<file path="src/rtl/mdio_pkg.sv">
package mdio_pkg;
  localparam int PRE_BITS  = 32;
  localparam int CODE_BITS = 4;
  localparam int ADDR_BITS = 10;
  localparam int DATA_BITS = 16;
  localparam int CAP_BITS  = DATA_BITS + 1;
  localparam int HDR_BITS  = PRE_BITS + CODE_BITS + ADDR_BITS;
  localparam int FRAME_W   = HDR_BITS + 2 + DATA_BITS + 2;
  localparam int SLOT_W    = $clog2(FRAME_W + 1);

  localparam logic [CODE_BITS-1:0] CODE_RD = 4'b0110;
  localparam logic [CODE_BITS-1:0] CODE_WR = 4'b0101;

  typedef struct packed {
    logic                 rd;
    logic [ADDR_BITS-1:0] addr;
    logic [DATA_BITS-1:0] wdata;
  } mdio_req_t;
endpackage

</file>
<file path="src/rtl/mdio_mdc_gen.sv">
module mdio_mdc_gen #(
  parameter int HALF_DIV = 4
) (
  input  logic clk,
  input  logic rst_n,
  input  logic run,
  output logic mdc,
  output logic sample_stb,
  output logic slot_end
);
  localparam int PERIOD = 2 * HALF_DIV;
  localparam int CW     = $clog2(PERIOD);
  localparam logic [CW-1:0] LAST_CNT = CW'(PERIOD - 1);
  localparam logic [CW-1:0] SMP_CNT  = CW'(HALF_DIV - 1);
  localparam logic [CW-1:0] HI_CNT   = CW'(HALF_DIV);

  logic [CW-1:0] cnt_q, cnt_d;

  always_comb begin
    cnt_d = cnt_q;
    if (!run)                  cnt_d = '0;
    else if (cnt_q == LAST_CNT) cnt_d = '0;
    else                       cnt_d = cnt_q + 1'b1;
  end

  always_ff @(posedge clk or negedge rst_n) begin
    if (!rst_n) cnt_q <= '0;
    else        cnt_q <= cnt_d;
  end

  assign mdc        = run && (cnt_q >= HI_CNT);
  assign sample_stb = run && (cnt_q == SMP_CNT);
  assign slot_end   = run && (cnt_q == LAST_CNT);

  AST_HIGH_HALF_LEN: assert property (@(posedge clk) disable iff (!rst_n)
    $fell(mdc) |-> $past(slot_end)) else $error("MDC fell off slot end");
endmodule

</file>
<file path="src/rtl/mdio_frame_seq.sv">
module mdio_frame_seq
  import mdio_pkg::*;
(
  input  logic                 clk,
  input  logic                 rst_n,
  input  logic                 start,
  input  mdio_req_t            req,
  input  logic                 sample_stb,
  input  logic                 slot_end,
  input  logic                 mdio_in,
  output logic                 busy,
  output logic                 done,
  output logic                 mdio_out,
  output logic                 mdio_oe,
  output logic [DATA_BITS-1:0] rdata
);
  localparam logic [SLOT_W-1:0] REL_SLOT  = SLOT_W'(HDR_BITS);
  localparam logic [SLOT_W-1:0] CAP_FIRST = SLOT_W'(HDR_BITS + 1);
  localparam logic [SLOT_W-1:0] CAP_LAST  = SLOT_W'(HDR_BITS + CAP_BITS);
  localparam logic [SLOT_W-1:0] RD_LAST   = SLOT_W'(HDR_BITS + CAP_BITS + 1);
  localparam logic [SLOT_W-1:0] WR_LAST   = SLOT_W'(FRAME_W - 1);
  localparam int PAD_RD = FRAME_W - HDR_BITS;

  logic                 busy_q, busy_d;
  logic                 rd_q, rd_d;
  logic                 done_q, done_d;
  logic [SLOT_W-1:0]    slot_q, slot_d;
  logic [FRAME_W-1:0]   frame_q, frame_d;
  logic [CAP_BITS-1:0]  cap_q, cap_d;
  logic [DATA_BITS-1:0] rdata_q, rdata_d;
  logic                 in_cap, last_slot;

  assign in_cap    = rd_q && (slot_q >= CAP_FIRST) && (slot_q <= CAP_LAST);
  assign last_slot = slot_q == (rd_q ? RD_LAST : WR_LAST);

  always_comb begin
    busy_d  = busy_q;
    rd_d    = rd_q;
    done_d  = 1'b0;
    slot_d  = slot_q;
    frame_d = frame_q;
    cap_d   = cap_q;
    rdata_d = rdata_q;
    if (!busy_q) begin
      if (start) begin
        busy_d = 1'b1;
        rd_d   = req.rd;
        slot_d = '0;
        if (req.rd)
          frame_d = {{PRE_BITS{1'b1}}, CODE_RD, req.addr, {PAD_RD{1'b1}}};
        else
          frame_d = {{PRE_BITS{1'b1}}, CODE_WR, req.addr, 2'b10, req.wdata, 2'b11};
      end
    end else begin
      if (sample_stb && in_cap)
        cap_d = {cap_q[CAP_BITS-2:0], mdio_in};
      if (slot_end) begin
        if (last_slot) begin
          busy_d = 1'b0;
          done_d = 1'b1;
          if (rd_q) rdata_d = cap_q[DATA_BITS-1:0];
        end else begin
          slot_d  = slot_q + 1'b1;
          frame_d = {frame_q[FRAME_W-2:0], 1'b1};
        end
      end
    end
  end

  always_ff @(posedge clk or negedge rst_n) begin
    if (!rst_n) begin
      busy_q  <= 1'b0;
      rd_q    <= 1'b0;
      done_q  <= 1'b0;
      slot_q  <= '0;
      frame_q <= '1;
      cap_q   <= '0;
      rdata_q <= '0;
    end else begin
      busy_q  <= busy_d;
      rd_q    <= rd_d;
      done_q  <= done_d;
      slot_q  <= slot_d;
      frame_q <= frame_d;
      cap_q   <= cap_d;
      rdata_q <= rdata_d;
    end
  end

  assign busy     = busy_q;
  assign done     = done_q;
  assign rdata    = rdata_q;
  assign mdio_out = busy_q ? frame_q[FRAME_W-1] : 1'b1;
  assign mdio_oe  = !(busy_q && rd_q && (slot_q >= REL_SLOT));

  AST_DONE_ONE_CYCLE: assert property (@(posedge clk) disable iff (!rst_n)
    done_q |=> !done_q) else $error("done longer than one cycle");
  AST_OE_LOW_ONLY_READ: assert property (@(posedge clk) disable iff (!rst_n)
    !mdio_oe |-> busy_q && rd_q) else $error("released outside read");
  AST_START_IGNORED: assert property (@(posedge clk) disable iff (!rst_n)
    busy_q && start |=> $stable(rd_q)) else $error("start taken while busy");
  AST_DONE_ENDS_BUSY: assert property (@(posedge clk) disable iff (!rst_n)
    done_q |-> !busy_q && $past(busy_q)) else $error("done without frame end");
endmodule

</file>
<file path="src/rtl/mdio_frame_master.sv">
module mdio_frame_master
  import mdio_pkg::*;
#(
  parameter int HALF_DIV = 4
) (
  input  logic                 clk,
  input  logic                 rst_n,
  input  logic                 start_i,
  input  logic                 rd_i,
  input  logic [ADDR_BITS-1:0] addr_i,
  input  logic [DATA_BITS-1:0] wdata_i,
  output logic [DATA_BITS-1:0] rdata_o,
  output logic                 done_o,
  output logic                 busy_o,
  output logic                 mdc_o,
  output logic                 mdio_o,
  output logic                 mdio_oe_o,
  input  logic                 mdio_i
);
  mdio_req_t req;
  logic      sample_stb, slot_end, busy;

  assign req = '{rd: rd_i, addr: addr_i, wdata: wdata_i};

  mdio_mdc_gen #(.HALF_DIV(HALF_DIV)) u_mdc (
    .clk        (clk),
    .rst_n      (rst_n),
    .run        (busy),
    .mdc        (mdc_o),
    .sample_stb (sample_stb),
    .slot_end   (slot_end)
  );

  mdio_frame_seq u_seq (
    .clk        (clk),
    .rst_n      (rst_n),
    .start      (start_i),
    .req        (req),
    .sample_stb (sample_stb),
    .slot_end   (slot_end),
    .mdio_in    (mdio_i),
    .busy       (busy),
    .done       (done_o),
    .mdio_out   (mdio_o),
    .mdio_oe    (mdio_oe_o),
    .rdata      (rdata_o)
  );

  assign busy_o = busy;

  AST_IDLE_MDC_LOW: assert property (@(posedge clk) disable iff (!rst_n)
    !busy |-> !mdc_o) else $error("MDC toggling while idle");
  AST_STABLE_MDC_HIGH: assert property (@(posedge clk) disable iff (!rst_n)
    mdc_o && $past(mdc_o) |-> $stable(mdio_o)) else $error("data moved while MDC high");
endmodule

</file>
<file path="config.mk">
export PLATFORM = sky130hd
export DESIGN_NAME = mdio_frame_master
export DESIGN_NICKNAME = d
export VERILOG_FILES = /design/src/rtl/mdio_pkg.sv /design/src/rtl/mdio_mdc_gen.sv /design/src/rtl/mdio_frame_seq.sv /design/src/rtl/mdio_frame_master.sv
export SDC_FILE = /design/constraint.sdc
export NUM_CORES = 1
export LEC_CHECK = 0
export BUFFER_PORTS_ARGS = -buffer_cell sky130_fd_sc_hd__buf_2
export CORE_ASPECT_RATIO = 1.4
export CORE_UTILIZATION = 50
export DETAILED_ROUTE_END_ITERATION = 12
export GPL_TIMING_DRIVEN = 1
export PLACE_DENSITY = 0.73
export REMOVE_ABC_BUFFERS = 1
export SYNTH_ARGS = -nofsm -noshare
export SYNTH_HDL_FRONTEND = slang
export SYNTH_SLANG_ARGS = --single-unit
</file>
<file path="constraint.sdc">
create_clock -name clk -period 2.25 [get_ports clk]
set_clock_uncertainty 0.15 [all_clocks]
set_input_delay 0.3375 -clock clk [delete_from_list [all_inputs] [get_ports clk]]
set_output_delay 0.3375 -clock clk [all_outputs]
set_load 0.01 [all_outputs]
</file>
==> impl_metrics.json, run 1 <==
{
  "status": "completed",
  "setup_violations": 0,
  "rsz0062_at_grt": "true",
  "grt_pass1_wl_um": 14300,
  "vias_per_cell": 5.62,
  "power_switching_share_pct": 29.1,
  "final_cells": 524,
  "slew_violations": 0,
  "gp_congestion": 0.927,
  "fin_nets": 450,
  "path_class": "reg2out",
  "synth_compound_area_share_pct": 14.6,
  "hpwl_um": 5700,
  "min_period_ps": 2210,
  "yosys.area_share.xor_xnor_pct": 0.574,
  "route.met2.wl_um": 4110,
  "fin_crit_sh_pct": 98.1,
  "switching_power_mw": 1.84,
  "highest_layer": "met4",
  "place_inst": 506,
  "syn_area_per_cell_sq_um": 12.8,
  "first_iter_violations": 125,
  "cp.required_ps": 1760,
  "async_flop_share_pct": 100,
  "grt_max_degree": 35,
  "clk_pin_slew_ps": 70,
  "die_y_um": 115,
  "pwr-share-comb_pct": 24.3,
  "drc": 0,
  "routedLengthMet1_um": 3740,
  "drt-total-wl_um": 8340,
  "worst_pin_slew_ps": 420,
  "rows": 40,
  "grt_overflow_total": 0,
  "die_width_um": 82.9,
  "numPortBuffers": 51,
  "cp-end-kind": "output pin",
  "cp-start-kind": "flip-flop",
  "clock_latency_ps": 350,
  "antenna_found_initial": 0,
  "synth_seq_cells": 109,
  "crit_fanout": 8,
  "synth_cells": 358,
  "dr_wl_met3_um": 186,
  "synth-seq-area-share_pct": 61.3,
  "ys.flop_type": "dfstp_2",
  "drtPass1Iterations": 4,
  "area_growth_pct": 16.9,
  "hold_viol": 0,
  "peakVddDrop_v": 0.000713,
  "synth_cell_types": 47,
  "vias": 2944,
  "ant_nets": 0,
  "wl_per_cell_um": 15.9,
  "h-tree-depth": 3,
  "power.internal_mw": 4.49,
  "antenna_cells": 0,
  "fin_util_pct": 61.5,
  "p_per_area_mw_per_mm2": 1180,
  "num_io_pins": 52,
  "floorplan.initialDensity_pct": 52.6,
  "synthAdderAreaFrac_pct": 1.37,
  "p_leak_nw": 2.41,
  "drv_cap": 0,
  "grt_pass1_vias": 3033,
  "clock-root-buffer": "clkbuf_16",
  "synthSimpleGateAreaFrac_pct": 7.49,
  "synth_top_family_by_area": "compound AO/OA/AOI/OAI gates",
  "synthMuxAreaShare_pct": 11.3,
  "grt_use_total_pct": 19.2,
  "seqPwrFrac_pct": 52.1,
  "yosys_warnings": 0,
  "cts_sinks": 109,
  "drive_gt1_share_pct": 46.3,
  "cts_buffer_depth": 2,
  "die_area_sq_mm": 0.00955,
  "coreArea_sq_mm": 0.00871,
  "crit_arrival_ps": 1720,
  "hold_path.class": "in2reg",
  "cts_buffers": 9,
  "synth_edf_count": 0,
  "timing.fmax_ghz": 0.453,
  "clock_power_share_pct": 23.5,
  "cts_tree": "built",
  "max_slew_margin_pct": 71.9,
  "netlist_area_sq_mm": 0.00458
}
[routing by layer]
layer / track usage (%) / up-vias
met4: 12.6 / 0
met5: 0 / -
met3: 2.80 / 22
met2: 31.1 / 59
met1: 24.2 / 1463
li1: - / 1400
[flip-flops by register name, indices dropped and copies added, names as in the netlist]
name,count
u_mdc.cnt_q,3
u_seq.rd_q,1
u_seq.busy,1
u_seq.frame_q,64
u_seq.done,1
u_seq.rdata,16
u_seq.slot_q,7
u_seq.cap_q,16
[worst max-delay path, stage by stage, from the launching register on]
cell and delay, ps:
dfrtp_2 470, ha_1 200, o211a_1 230, o21a_1 170, o21bai_1 150, buf_2 160
[cell usage after synthesis (2+ instances only)]
cell	instances	share of area, %
dfstp_2	64	37
xor2_1	2	0.38
o22ai_1	17	2.3
dfrtp_1	45	25
nor2_1	9	0.74
nand4_1	3	0.41
a31oi_1	3	0.41
nand3_1	3	0.33
buf_6	2	0.49
inv_1	4	0.33
buf_1	4	0.33
clkbuf_1	14	1.1
o22a_1	33	6.3
mux2i_1	11	2.4
buf_2	4	0.44
o21ai_0	32	3.5
a21oi_1	2	0.22
mux2_2	23	5.7
ha_1	5	1.4
mux2_4	10	3.3
nand2_1	42	3.4
[metrics by stage]
step / total power [mW] / hold slack, ps / TNS (ps) / worst slack (ps) / area [sq um]
finish: 6.33 / 74.2 / 0 / 42.0 / 5350
global route: 6.74 / 62.2 / -33.1 / -33.1 / 5350
CTS: 6.38 / 62.0 / 0 / 4.51 / 5340
detailed placement: 4.86 / 147 / 0 / 156 / 5040
global placement: 4.76 / 142 / 0 / 175 / 5040
floorplan: 4.27 / -108 / -29310 / -413 / 4450
[repair_timing]
item / 4_1_cts / 5_1_grt
hold endpoints to repair: 1 / 0
endpoints found under the setup margin: 1 / 7
gates resized for setup: 1 / 4
setup buffers: 1 / 0
hold buffers: 1 / 0
[final timing paths]
check                           startpoint           endpoint  slack, ps  cells past startpoint
min in group asynchronous            rst_n    u_seq.slot_q[3]        320                      2
hold reg to reg             u_mdc.cnt_q[0]     u_mdc.cnt_q[0]        280                      1
setup / recovery           u_seq.slot_q[1]          mdio_oe_o         40                      5
setup reg to reg            u_mdc.cnt_q[0]    u_seq.rdata[12]        150                      6
hold / removal                      mdio_i     u_seq.cap_q[0]         70                      2
max in group asynchronous            rst_n  u_seq.frame_q[18]       1000                      3
[cell type report]
class                           count  area [sq um]
Sequential cell                   109          2810
Clock buffer                       10           239
Tap cell                          105           131
Multi-Input combinational cell    219          1630
Clock inverter                      6          46.3
Fill cell                         691          3360
Timing Repair Buffer               70           478
Inverter                            5          21.3
[cells by family after synthesis]
logic type      count (synthesis)
compound gates                 97
xor+xnor                        3
fa+ha+maj                       5
buf+inv                        30
flops                         109
mux                            44
simple gates                   70
[power by group through the flow]
stage	combinational (mW)	clock (mW)	sequential (mW)
2_1_floorplan	1.02	0	3.26
3_3_place_gp	1.45	0	3.31
3_5_place_dp	1.52	0	3.34
4_1_cts	1.56	1.54	3.29
5_1_grt	1.74	1.61	3.39
6_report	1.54	1.49	3.30
[placed cells by master (no fill, tap or decap), types with 2 or more instances in the layout]
cell type / instances
o22a_1: 33
mux2_4: 10
a21oi_1: 2
dfstp_2: 64
ha_1: 5
dfrtp_1: 43
xor2_1: 2
nor2_1: 9
clkinvlp_4: 2
mux2i_1: 10
buf_12: 6
inv_6: 2
nand2_1: 42
mux2_2: 23
nand4_1: 3
buf_2: 50
inv_1: 4
buf_4: 13
o22ai_1: 17
dfrtp_2: 2
nand3_1: 3
o21ai_0: 32
a31oi_1: 3
clkbuf_16: 9
Power figures use the tool's default switching activity.
==> run 2: changes to the inputs <==
Settings changed: BUFFER_PORTS_ARGS -buffer_cell sky130_fd_sc_hd__buf_2 to not set, CELL_PAD_IN_SITES_DETAIL_PLACEMENT set to 1, CELL_PAD_IN_SITES_GLOBAL_PLACEMENT set to 2, CORE_UTILIZATION 50 to 39, DONT_BUFFER_PORTS set to 1, PLACE_DENSITY 0.73 to not set, PLACE_DENSITY_LB_ADDON set to 0.1.
==> run 2 against run 1 <==
- the flow now finishes with violations (negative hold slack)
- via count is 7.5% lower
- die area is 28% higher
- final area is 4.0% lower
- sequential power hardly changed
- combinational power is 7% lower
==> impl_metrics.json, run 2 (synthesis results as in run 1) <==
{
  "drt-total-wl_um": 8930,
  "place_inst": 493,
  "num_io_pins": 52,
  "die_y_um": 130,
  "first_iter_violations": 131,
  "cp.required_ps": 1760,
  "hold_path.class": "in2async",
  "coreArea_sq_mm": 0.0114,
  "peakVddDrop_v": 0.000472,
  "die_area_sq_mm": 0.0122,
  "antenna_found_initial": 0,
  "violations": "negative hold slack",
  "top_register": "u_seq.frame_q",
  "cts_buffers": 9,
  "fin_util_pct": 45.1,
  "startpoint": "u_seq.busy",
  "endpoint": "mdc_o",
  "r2r_slack_ps": 180,
  "wl_per_cell_um": 17.4,
  "ant_nets": 0,
  "numPortBuffers": 0,
  "cp-start-kind": "flip-flop",
  "grt_pass1_wl_um": 15200,
  "path_class": "reg2out",
  "cp-end-kind": "output pin",
  "r2r-start": "u_seq.slot_q[1]",
  "p_per_area_mw_per_mm2": 1220,
  "max_slew_margin_pct": 77.2,
  "vias": 2724,
  "setup_violations": 0,
  "timing.final.ws_setup_ps": 146,
  "drive_gt1_share_pct": 38.3,
  "clock_latency_ps": 350,
  "drc": 0,
  "fin_nets": 399,
  "reg2reg_depth": 6,
  "antenna_cells": 0,
  "p_leak_nw": 2.19,
  "cts_tree": "built",
  "min_period_ps": 2100,
  "timing.setup.tns_ps": 0,
  "largest_register_ff_count": 64,
  "postPlaceCellArea_sq_mm": 0.00480,
  "area_growth_pct": 12.2,
  "final_cells": 512,
  "cts_buffer_depth": 2,
  "crit_fanout": 17,
  "drtPass1Iterations": 4,
  "die_width_um": 93.6,
  "vias_per_cell": 5.32,
  "final_common_cell": "dfstp_2",
  "timing.fmax_ghz": 0.475,
  "rsz0062_at_grt": "false",
  "hold_slack_ps": -464,
  "gp_congestion": 0.730,
  "cts_setup_buffers": 0,
  "clock-root-buffer": "clkbuf_16",
  "slew_violations": 0,
  "grt_overflow_total": 0,
  "final_area_sq_mm": 0.00514,
  "cts_hold_buf": 3,
  "fin_crit_sh_pct": 93.5,
  "status": "finished, violations left",
  "clk_pin_slew_ps": 70,
  "power_mw": 6.29,
  "rows": 46,
  "crit_arrival_ps": 1620,
  "floorplan.initialDensity_pct": 40.2,
  "worst_pin_slew_ps": 340,
  "hpwl_um": 5460,
  "final_cell_mix": "dfstp_2, dfrtp_1, nand2_1",
  "h-tree-depth": 3,
  "grt_max_degree": 110,
  "dpl_worst_slack_ps": 182,
  "cts_sinks": 109,
  "hold_viol": 109,
  "drv_cap": 0,
  "r2r_end": "u_seq.cap_q[10]",
  "grt_pass1_vias": 3015,
  "grt_use_total_pct": 16.3
}
run 2: cell count changes in the layout (fill, tap and decap cells not counted), moves of 2 or more:
cell / before / now
dlygate4sd3_1: 1 / 3
buf_2: 50 / 0
buf_12: 6 / 4
buf_4: 13 / 11
clkinv_4: 1 / 3
run 2: worst min path at each step:
stage / start / to / slack (ps)
after floorplan: rst_n / u_mdc.cnt_q[0] / -110
after global placement: rst_n / u_seq.done / -100
after detailed placement: rst_n / u_seq.slot_q[5] / -100
after CTS: rst_n / u_seq.cap_q[1] / -490
after global routing: rst_n / u_seq.slot_q[3] / -480
final: rst_n / u_seq.slot_q[5] / -460
run 2: routing by layer:
layer	vias to the layer above	global-route usage [%]	part of all wire (%)
met5	-	0	0
met4	0	6.24	1.6
met3	11	3.96	3.7
met2	33	26.4	49
met1	1382	21.2	46
li1	1298	-	-
run 2: layout make-up:
cell class / count / area (sq um)
multi-input combinational: 219 / 1630
fill: 1175 / 6260
tap: 144 / 180
timing repair buffer: 19 / 204
inverter: 5 / 21.3
sequential: 109 / 2810
clock inverter: 7 / 70.1
clock buffer: 9 / 225
run 2: repair_timing:
item / CTS / global route
endpoints found under the hold margin: 114 / 109
gates resized for setup: 3 / 3
endpoints found under the setup margin: 2 / 2
run 2: power breakdown:
part           switching, mW  internal, mW
clock                  0.778         0.779
sequential             0.355          2.95
combinational          0.722         0.710
total                   1.85          4.44
run 2: worst max-delay path, stage by stage, from the launching register on:
cell and delay [ps]:
dfrtp_2 420, buf_4 220, buf_6 230, inv_4 130, nor2_1 120, buf_4 130
